### src/rtl/seq_ctrl_pkg.sv
// Shared types for the instruction cycle controller.
// Assumes a 3-bit opcode field and an eight-source common bus.
package seq_ctrl_pkg;
    localparam int OP_W  = 3;
    localparam int DEC_N = 1 << OP_W;

    typedef enum logic [2:0] {
        BUS_NONE = 3'd0,
        BUS_AR   = 3'd1,
        BUS_PC   = 3'd2,
        BUS_DR   = 3'd3,
        BUS_AC   = 3'd4,
        BUS_IR   = 3'd5,
        BUS_TR   = 3'd6,
        BUS_MEM  = 3'd7
    } bus_src_e;

    localparam logic [1:0] ALU_AND  = 2'b00;
    localparam logic [1:0] ALU_ADD  = 2'b01;
    localparam logic [1:0] ALU_PASS = 2'b10;

    typedef struct packed {
        bus_src_e   bus_sel;
        logic       ar_ld;
        logic       ar_inc;
        logic       pc_ld;
        logic       pc_inc;
        logic       ir_ld;
        logic       dr_ld;
        logic       dr_inc;
        logic       ac_ld;
        logic [1:0] alu_op;
        logic       mem_rd;
        logic       mem_wr;
        logic       exec_done;
        logic       exec_io;
    } strobes_t;
endpackage

### src/rtl/seq_counter.sv
// Timing-state counter: clears on request, otherwise advances when enabled.
// Assumes the strobe generator asks for a clear in the last state of each instruction.
module seq_counter #(
    parameter int SC_W = 3
) (
    input  logic            clk,
    input  logic            rst_n,
    input  logic            adv,
    input  logic            clr,
    output logic [SC_W-1:0] t_q
);
    // Step, clear or hold the timing state.
    always_ff @(posedge clk) begin
        if (!rst_n)   t_q <= '0;
        else if (clr) t_q <= '0;
        else if (adv) t_q <= t_q + 1'b1;
    end

    a_r1_bound: assert property (@(posedge clk) disable iff (!rst_n)
        t_q <= SC_W'(6));
    a_r1_clear: assert property (@(posedge clk) disable iff (!rst_n)
        clr |=> (t_q == '0));
endmodule

### src/rtl/op_latch.sv
// Captures opcode and indirect flag at decode and drives a one-hot opcode decode.
// Assumes ld is high for exactly the decode state.
module op_latch
    import seq_ctrl_pkg::*;
(
    input  logic             clk,
    input  logic             rst_n,
    input  logic             ld,
    input  logic [OP_W:0]    ir_top,
    output logic [DEC_N-1:0] d_hot,
    output logic             ind
);
    logic [OP_W-1:0] op_q;

    // Capture the opcode field and the indirect bit in the decode state.
    always_ff @(posedge clk) begin
        if (!rst_n) begin
            op_q <= '0;
            ind  <= 1'b0;
        end else if (ld) begin
            op_q <= ir_top[OP_W-1:0];
            ind  <= ir_top[OP_W];
        end
    end

    for (genvar g = 0; g < DEC_N; g++) begin : g_dec
        assign d_hot[g] = (op_q == OP_W'(g));
    end

    a_r4_hold: assert property (@(posedge clk) disable iff (!rst_n)
        !ld |=> ($stable(d_hot) && $stable(ind)));
endmodule

### src/rtl/strobe_gen.sv
// Maps timing state and decoded opcode to bus select, strobes and counter clear.
// Assumes d_hot is one-hot and valid from T3 on; all outputs are low when en is low.
module strobe_gen
    import seq_ctrl_pkg::*;
#(
    parameter int SC_W = 3
) (
    input  logic             en,
    input  logic [SC_W-1:0]  t,
    input  logic [DEC_N-1:0] d_hot,
    input  logic             ind,
    input  logic             dr_zero,
    output strobes_t         s,
    output logic             sc_clr
);
    logic data_op;
    assign data_op = d_hot[0] | d_hot[1] | d_hot[2];

    // Decode the microoperation set for this state and opcode.
    always_comb begin
        s      = '0;
        sc_clr = 1'b0;
        if (en) begin
            case (int'(t))
                0: begin
                    s.bus_sel = BUS_PC;
                    s.ar_ld   = 1'b1;
                end
                1: begin
                    s.bus_sel = BUS_MEM;
                    s.mem_rd  = 1'b1;
                    s.ir_ld   = 1'b1;
                    s.pc_inc  = 1'b1;
                end
                2: begin
                    s.bus_sel = BUS_IR;
                    s.ar_ld   = 1'b1;
                end
                3: begin
                    if (d_hot[7]) begin
                        s.exec_done = 1'b1;
                        s.exec_io   = ind;
                        sc_clr      = 1'b1;
                    end else if (ind) begin
                        s.bus_sel = BUS_MEM;
                        s.mem_rd  = 1'b1;
                        s.ar_ld   = 1'b1;
                    end
                end
                4: begin
                    if (data_op || d_hot[6]) begin
                        s.bus_sel = BUS_MEM;
                        s.mem_rd  = 1'b1;
                        s.dr_ld   = 1'b1;
                    end else if (d_hot[3]) begin
                        s.bus_sel = BUS_AC;
                        s.mem_wr  = 1'b1;
                        sc_clr    = 1'b1;
                    end else if (d_hot[4]) begin
                        s.bus_sel = BUS_AR;
                        s.pc_ld   = 1'b1;
                        sc_clr    = 1'b1;
                    end else if (d_hot[5]) begin
                        s.bus_sel = BUS_PC;
                        s.mem_wr  = 1'b1;
                        s.ar_inc  = 1'b1;
                    end
                end
                5: begin
                    if (data_op) begin
                        s.ac_ld  = 1'b1;
                        s.alu_op = d_hot[0] ? ALU_AND : (d_hot[1] ? ALU_ADD : ALU_PASS);
                        sc_clr   = 1'b1;
                    end else if (d_hot[5]) begin
                        s.bus_sel = BUS_AR;
                        s.pc_ld   = 1'b1;
                        sc_clr    = 1'b1;
                    end else if (d_hot[6]) begin
                        s.dr_inc = 1'b1;
                    end
                end
                6: begin
                    s.bus_sel = BUS_DR;
                    s.mem_wr  = 1'b1;
                    s.pc_inc  = dr_zero;
                    sc_clr    = 1'b1;
                end
                default: sc_clr = 1'b1;
            endcase
        end
    end
endmodule

### src/rtl/instr_seq_ctrl.sv
// Instruction cycle controller top: counter, opcode latch, strobe decode and halt flag.
// Assumes the datapath applies the strobes on the clock edge that ends each state.
module instr_seq_ctrl
    import seq_ctrl_pkg::*;
#(
    parameter int SC_W = 3
) (
    input  logic            clk,
    input  logic            rst_n,
    input  logic [3:0]      ir_top,
    input  logic            dr_zero,
    input  logic            halt_req,
    output logic [SC_W-1:0] t_state,
    output logic [2:0]      bus_sel,
    output logic            ar_ld,
    output logic            ar_inc,
    output logic            pc_ld,
    output logic            pc_inc,
    output logic            ir_ld,
    output logic            dr_ld,
    output logic            dr_inc,
    output logic            ac_ld,
    output logic [1:0]      alu_op,
    output logic            mem_rd,
    output logic            mem_wr,
    output logic            exec_done,
    output logic            exec_io
);
    localparam logic [SC_W-1:0] T_DECODE = SC_W'(2);

    logic             halted_q;
    logic             run;
    logic             sc_clr;
    logic [DEC_N-1:0] d_hot;
    logic             ind;
    strobes_t         s;

    assign run = !halted_q;

    // Enter the halted condition only at an instruction boundary.
    always_ff @(posedge clk) begin
        if (!rst_n)                 halted_q <= 1'b0;
        else if (halt_req && sc_clr) halted_q <= 1'b1;
    end

    seq_counter #(.SC_W(SC_W)) u_cnt (
        .clk   (clk),
        .rst_n (rst_n),
        .adv   (run),
        .clr   (sc_clr),
        .t_q   (t_state)
    );

    op_latch u_lat (
        .clk    (clk),
        .rst_n  (rst_n),
        .ld     (run && (t_state == T_DECODE)),
        .ir_top (ir_top),
        .d_hot  (d_hot),
        .ind    (ind)
    );

    strobe_gen #(.SC_W(SC_W)) u_gen (
        .en      (run),
        .t       (t_state),
        .d_hot   (d_hot),
        .ind     (ind),
        .dr_zero (dr_zero),
        .s       (s),
        .sc_clr  (sc_clr)
    );

    assign bus_sel   = s.bus_sel;
    assign ar_ld     = s.ar_ld;
    assign ar_inc    = s.ar_inc;
    assign pc_ld     = s.pc_ld;
    assign pc_inc    = s.pc_inc;
    assign ir_ld     = s.ir_ld;
    assign dr_ld     = s.dr_ld;
    assign dr_inc    = s.dr_inc;
    assign ac_ld     = s.ac_ld;
    assign alu_op    = s.alu_op;
    assign mem_rd    = s.mem_rd;
    assign mem_wr    = s.mem_wr;
    assign exec_done = s.exec_done;
    assign exec_io   = s.exec_io;

    a_r11_hold: assert property (@(posedge clk) disable iff (!rst_n)
        halted_q |=> (halted_q && t_state == '0));
    a_r6_done_return: assert property (@(posedge clk) disable iff (!rst_n)
        exec_done |=> (t_state == '0));
    a_r10_skip_zero: assert property (@(posedge clk) disable iff (!rst_n)
        (pc_inc && t_state == SC_W'(6)) |-> dr_zero);
    a_r3_rd_wr_excl: assert property (@(posedge clk) disable iff (!rst_n)
        !(mem_rd && mem_wr));
    a_r8_write_source: assert property (@(posedge clk) disable iff (!rst_n)
        mem_wr |-> (bus_sel == 3'd4 || bus_sel == 3'd2 || bus_sel == 3'd3));
    a_r2_load_source: assert property (@(posedge clk) disable iff (!rst_n)
        (ar_ld || pc_ld || ir_ld || dr_ld) |-> (bus_sel != 3'd0));
endmodule

### config.mk
export PLATFORM = sky130hd
export DESIGN_NAME = instr_seq_ctrl
export DESIGN_NICKNAME = d
export VERILOG_FILES = /design/src/rtl/seq_ctrl_pkg.sv /design/src/rtl/seq_counter.sv /design/src/rtl/op_latch.sv /design/src/rtl/strobe_gen.sv /design/src/rtl/instr_seq_ctrl.sv
export SDC_FILE = /design/constraint.sdc
export NUM_CORES = 1
export LEC_CHECK = 0
export BUFFER_PORTS_ARGS = -buffer_cell sky130_fd_sc_hd__buf_4
export CORE_UTILIZATION = 48
export CTS_CLUSTER_DIAMETER = 120
export DETAILED_ROUTE_END_ITERATION = 6
export PLACE_DENSITY = 0.84
export SETUP_SLACK_MARGIN = 0.1
export SYNTH_ARGS = -nofsm -noshare
export SYNTH_HDL_FRONTEND = slang
export SYNTH_SLANG_ARGS = --single-unit
### constraint.sdc
create_clock -name clk -period 1.9 [get_ports clk]
set_input_delay 0.38 -clock clk [delete_from_list [all_inputs] [get_ports clk]]
set_output_delay 0.38 -clock clk [all_outputs]
set_load 0.05 [all_outputs]
==> impl_metrics.py, run 1 <==
metrics = {
    "sta": {
        "worstEpCategory": "top-level output",
        "crit_endpoint": "bus_sel[1]",
    },
    "synth": {
        "synth_seq_cells": 8,
        "synthMuxAreaShare_pct": 7.67,
        "synth_ff_type": "dfxtp_1",
        "synth_edf_count": 0,
        "yosysSeqAreaShare_pct": 20.4,
        "synth-async-reset-ratio_pct": 0,
        "synthSimpleGateAreaFrac_pct": 30.5,
        "synth_fa_ha_area_share_pct": 7.99,
        "syn_nets": 114,
        "synth-xor-area-share_pct": 1.12,
        "synthCells": 101,
        "synth_compound_area_share_pct": 24.0,
        "ys_types": 39,
        "syn_area_sq_um": 783,
        "synth_top_family_by_area": "simple AND/OR/NAND/NOR gates",
        "syn_avg_cell_area_sq_um": 7.75,
        "yosys_warnings": 0,
    },
    "die": {
        "boundaryPins": 28,
        "fp.dieW_microns": 42.4,
        "initial_core_util_pct": 52.0,
        "die_h_microns": 42.4,
        "rows": 14,
    },
    "placement": {
        "dp_hpwl_microns": 1970,
        "gp_congestion": 0.880,
        "port-buffer-count": 27,
    },
    "clock_network": {
        "cts-root-buf": "clkbuf_4",
        "h-tree-depth": 1,
        "numClockSinks": 8,
        "cts_made_buffers": 3,
        "cts_max_path_buffers": 2,
    },
    "status": {
        "failing_step": "5_1_grt",
        "status": "stopped before the end",
        "error": "[ERROR DPL-0038] Utilization greater than 100%, impossible to legalize",
    },
    "global_routing": {
        "grt_start_max_net_pins": 14,
    },
}
synth_stat cells (2+ instances only):
cell type | instances | area, sq um
a21oi_1 | 6 | 30.0
a22oi_1 | 2 | 15.0
a31oi_1 | 3 | 18.8
and3_1 | 2 | 12.5
buf_2 | 2 | 10.0
clkbuf_2 | 2 | 10.0
dfxtp_1 | 8 | 160
ha_1 | 5 | 62.6
inv_1 | 6 | 22.5
mux2i_1 | 6 | 60.1
nand2_1 | 9 | 33.8
nand3_1 | 2 | 10.0
nor2_1 | 10 | 37.5
nor2b_1 | 7 | 43.8
nor3_1 | 5 | 25.0
nor3b_1 | 2 | 15.0
o31a_1 | 2 | 17.5
cells by family after synthesis:
logic type,count (synthesis)
compound gates,24
xor+xnor,1
fa+ha+maj,5
buf+inv,13
flops,8
mux,6
simple gates,44
per-stage QoR:
step	hold slack [ps]	instance area [sq um]	worst slack (ps)	std cells
after floorplan	508	968	-117	101
after global placement	510	1290	13.1	156
after detailed placement	524	1290	-13.0	156
after CTS	390	1440	-222	162
what timing repair did:
item	CTS
setup buffers	2
hold buffers	0
resized for setup	30
setup endpoints to repair	17
pin swaps	3
==> inputs of run 2 (changes only) <==
--- a/config.mk
+++ b/config.mk
@@ -6,11 +6,10 @@
 export NUM_CORES = 1
 export LEC_CHECK = 0
 export BUFFER_PORTS_ARGS = -buffer_cell sky130_fd_sc_hd__buf_4
-export CORE_UTILIZATION = 48
-export CTS_CLUSTER_DIAMETER = 120
+export CORE_AREA = 2 2 63 65
 export DETAILED_ROUTE_END_ITERATION = 6
-export PLACE_DENSITY = 0.84
-export SETUP_SLACK_MARGIN = 0.1
+export DIE_AREA = 0 0 65 67
+export PLACE_DENSITY_LB_ADDON = 0.15
 export SYNTH_ARGS = -nofsm -noshare
 export SYNTH_HDL_FRONTEND = slang
 export SYNTH_SLANG_ARGS = --single-unit
==> run 2 against run 1 <==
Compared with the run above: the flow now finishes, with violations (negative setup slack); synthesized area did not move; synthesized cell count did not move.
==> impl_metrics.py, run 2 <==
metrics = {
    "status": {
        "status": "finished with violations",
        "failed_checks": "negative setup slack",
    },
    "power_and_ir_drop": {
        "clockPowerShare_pct": 13.5,
        "irDropWorstVdd_mv": 0.499,
        "p_sw_mw": 0.745,
        "seqPwrFrac_pct": 14.8,
        "share_comb_of_total_power_pct": 71.7,
        "internal_power_mw": 0.830,
        "p_leak_nw": 0.638,
        "p_per_area_mw_per_mm2": 998,
        "swShare_pct": 47.3,
        "total_power_mw": 1.58,
    },
    "sta": {
        "fin_skew_ps": 7.27,
        "hold_viol_final": 0,
        "final.period_utilization_pct": 112,
        "finalWorstPathRequiredPeriod_ps": 2120,
        "fmax_mhz": 471,
        "setup_viol_count_final": 9,
        "setup_slack_ps": -222,
        "maxSlewHeadroom_pct": 74.4,
        "maxSlewViolCount": 0,
        "tightest_slew_ps": 382,
        "rsz0062_at_grt": "yes",
    },
    "die": {
        "core-area_sq_mm": 0.00361,
        "initial_core_util_pct": 21.7,
        "die_h_microns": 67,
        "boundaryPins": 28,
        "die_area_sq_mm": 0.00436,
        "fp.dieW_microns": 65,
        "rows": 22,
    },
    "synth": {
        "synth_edf_count": 0,
        "syn_avg_cell_area_sq_um": 7.75,
        "synth_ff_type": "dfxtp_1",
        "synthCells": 101,
        "synth-async-reset-ratio_pct": 0,
        "ys_types": 39,
        "synth_seq_cells": 8,
        "synth_most_common_cell": "nor2_1",
        "synth_area_leaders": "dfxtp_1 20%, ha_1 8.0%, mux2i_1 7.7%",
        "syn_nets": 114,
        "yosysSeqAreaShare_pct": 20.4,
        "syn_area_sq_um": 783,
        "ys_top_cells_by_count": "10 x nor2_1, 9 x nand2_1, 8 x dfxtp_1",
        "yosys_warnings": 0,
        "synth_top_area_share_pct": 20.4,
        "synth.largest_area_cell": "dfxtp_1",
    },
    "flow_run": {
        "maxCapViolations": 0,
    },
    "worst_setup_path": {
        "r2r_setup_slack_ps": 150,
        "crit_type": "flip-flop to output port",
        "cp-start-kind": "flip-flop",
        "end_kind": "output port",
        "crit_fanout": 4,
        "worstReg2RegEnd": "halted_q",
        "required_ps": 1520,
        "crit_end": "bus_sel[0]",
        "cp-startpoint": "u_cnt.t_q[0]",
        "crit_arrival_ps": 1740,
        "reg2regPathDepth": 8,
        "timing.rr.start": "u_cnt.t_q[0]",
    },
    "clock_network": {
        "cts-root-buf": "clkbuf_8",
        "numClockSinks": 8,
        "h-tree-depth": 1,
        "cts_hold_buf": 0,
        "path_clk_slew_ps": 50,
        "cts_max_path_buffers": 2,
        "cts_made_buffers": 3,
        "clk_latency_ps": 230,
        "cts_tree": "done",
    },
    "placement": {
        "dp_hpwl_microns": 2210,
        "port-buffer-count": 27,
        "dp.cells": 195,
        "gp_congestion": 0.767,
        "post-place-ws_ps": -43.1,
    },
    "layout": {
        "drive_gt1_share_pct": 65.4,
        "syn2layout_area_growth_pct": 102,
        "fin_nets": 167,
        "multi_input_area_sq_um": 805,
        "mostFrequentLayoutCell": "buf_4",
        "regArea_sq_um": 173,
        "largest_registers": "u_cnt.t_q: 3 flops, u_lat.op_q: 3 flops",
        "layoutNonFillerInstCount": 201,
        "final_cell_mix": "43 x buf_4, 9 x buf_6, 7 x nand2_1, 7 x nor2b_1, 6 x nor2_1",
        "diodes": 0,
        "fillCellCount": 368,
    },
    "drt": {
        "dr.pass1.iters": 4,
        "viasPerCell": 4.60,
        "routed_wl_microns": 2740,
        "wl_per_cell_microns": 13.6,
        "vias": 925,
        "drt_iter0_markers": 35,
        "drc": 0,
        "ant_nets": 0,
    },
    "global_routing": {
        "gr-total-overflow": 0,
        "top_usage_layer": "met2",
        "antenna_found_initial": 0,
        "grt_pass1_wl_microns": 4620,
        "gr-usage-met3_pct": 1.86,
        "track_usage_pct": 13.8,
        "use_met1_pct": 18.8,
        "grt_use_met2_pct": 22.4,
        "grt_pass1_vias": 940,
        "grt_start_max_net_pins": 14,
    },
    "min_path": {
        "hold_path.class": "primary input to flip-flop",
    },
}
run 2: cell counts after synthesis:
Identical to the previous run, type by type.
run 2: how the worst min path moves through the flow:
| stage | slack [ps] | startpoint | endpoint | depth (start not counted) |
|---|---|---|---|---|
| floorplan | 510 | rst_n | u_lat.ind | 1 |
| global placement | 590 | u_lat.op_q[2] | u_lat.op_q[2] | 2 |
| global route | 440 | halt_req | halted_q | 2 |
| finish | 420 | ir_top[2] | u_lat.op_q[2] | 3 |
| detailed placement | 590 | u_lat.op_q[2] | u_lat.op_q[2] | 2 |
| CTS | 420 | ir_top[2] | u_lat.op_q[2] | 3 |
run 2: cell type report:
cell class,count,share of cell area [%]
Inverter,6,1.43
Multi-Input combinational cell,80,51.0
Clock buffer,4,2.85
Tap cell,48,3.80
Sequential cell,8,10.9
Timing Repair Buffer,55,30.0
run 2: cells by family after synthesis:
group | synth area share, %
mux | 7.67
xor+xnor | 1.12
compound gates | 24.0
flops | 20.4
simple gates | 30.5
buf+inv | 8.31
fa+ha+maj | 7.99
run 2: power by group through the flow:
stage | Combinational [mW] | Clock (mW) | Sequential, mW
global placement | 1.01 | 0 | 0.235
global route | 1.20 | 0.230 | 0.238
floorplan | 0.648 | 0 | 0.273
detailed placement | 1.01 | 0 | 0.235
finish | 1.13 | 0.212 | 0.233
CTS | 1.13 | 0.222 | 0.233
run 2: through the flow:
step / hold WS (ps) / area [sq um] / utilization, % / setup TNS, ps
2_1_floorplan: 508 / 972 / - / -386
3_3_place_gp: 591 / 1400 / 38.8 / -59.2
3_5_place_dp: 586 / 1400 / 38.8 / -73.6
4_1_cts: 418 / 1550 / 43.0 / -1160
5_1_grt: 436 / 1580 / 43.8 / -1900
6_report: 420 / 1580 / 43.8 / -1050
run 2: worst max-delay path: stages (launching register included):
cell     delay, ps
dfxtp_4        370
inv_2           60
ha_4           170
and2b_1        170
a31oi_1        140
o32ai_1        110
o31a_2         340
buf_6          150
run 2: repair_timing:
| action | 4_1_cts | 5_1_grt |
|---|---|---|
| buffers inserted | 2 | 0 |
| gates resized for setup | 20 | 9 |
| pin swaps | 4 | 5 |
| setup endpoints to repair | 15 | 18 |
run 2: routing by layer:
metal  routed length [microns]  share of wire, %
met5                         0                 0
met4                        13              0.48
met3                       109               4.0
met2                      1320                48
met1                      1290                47
(Power assumes the default switching activity.)
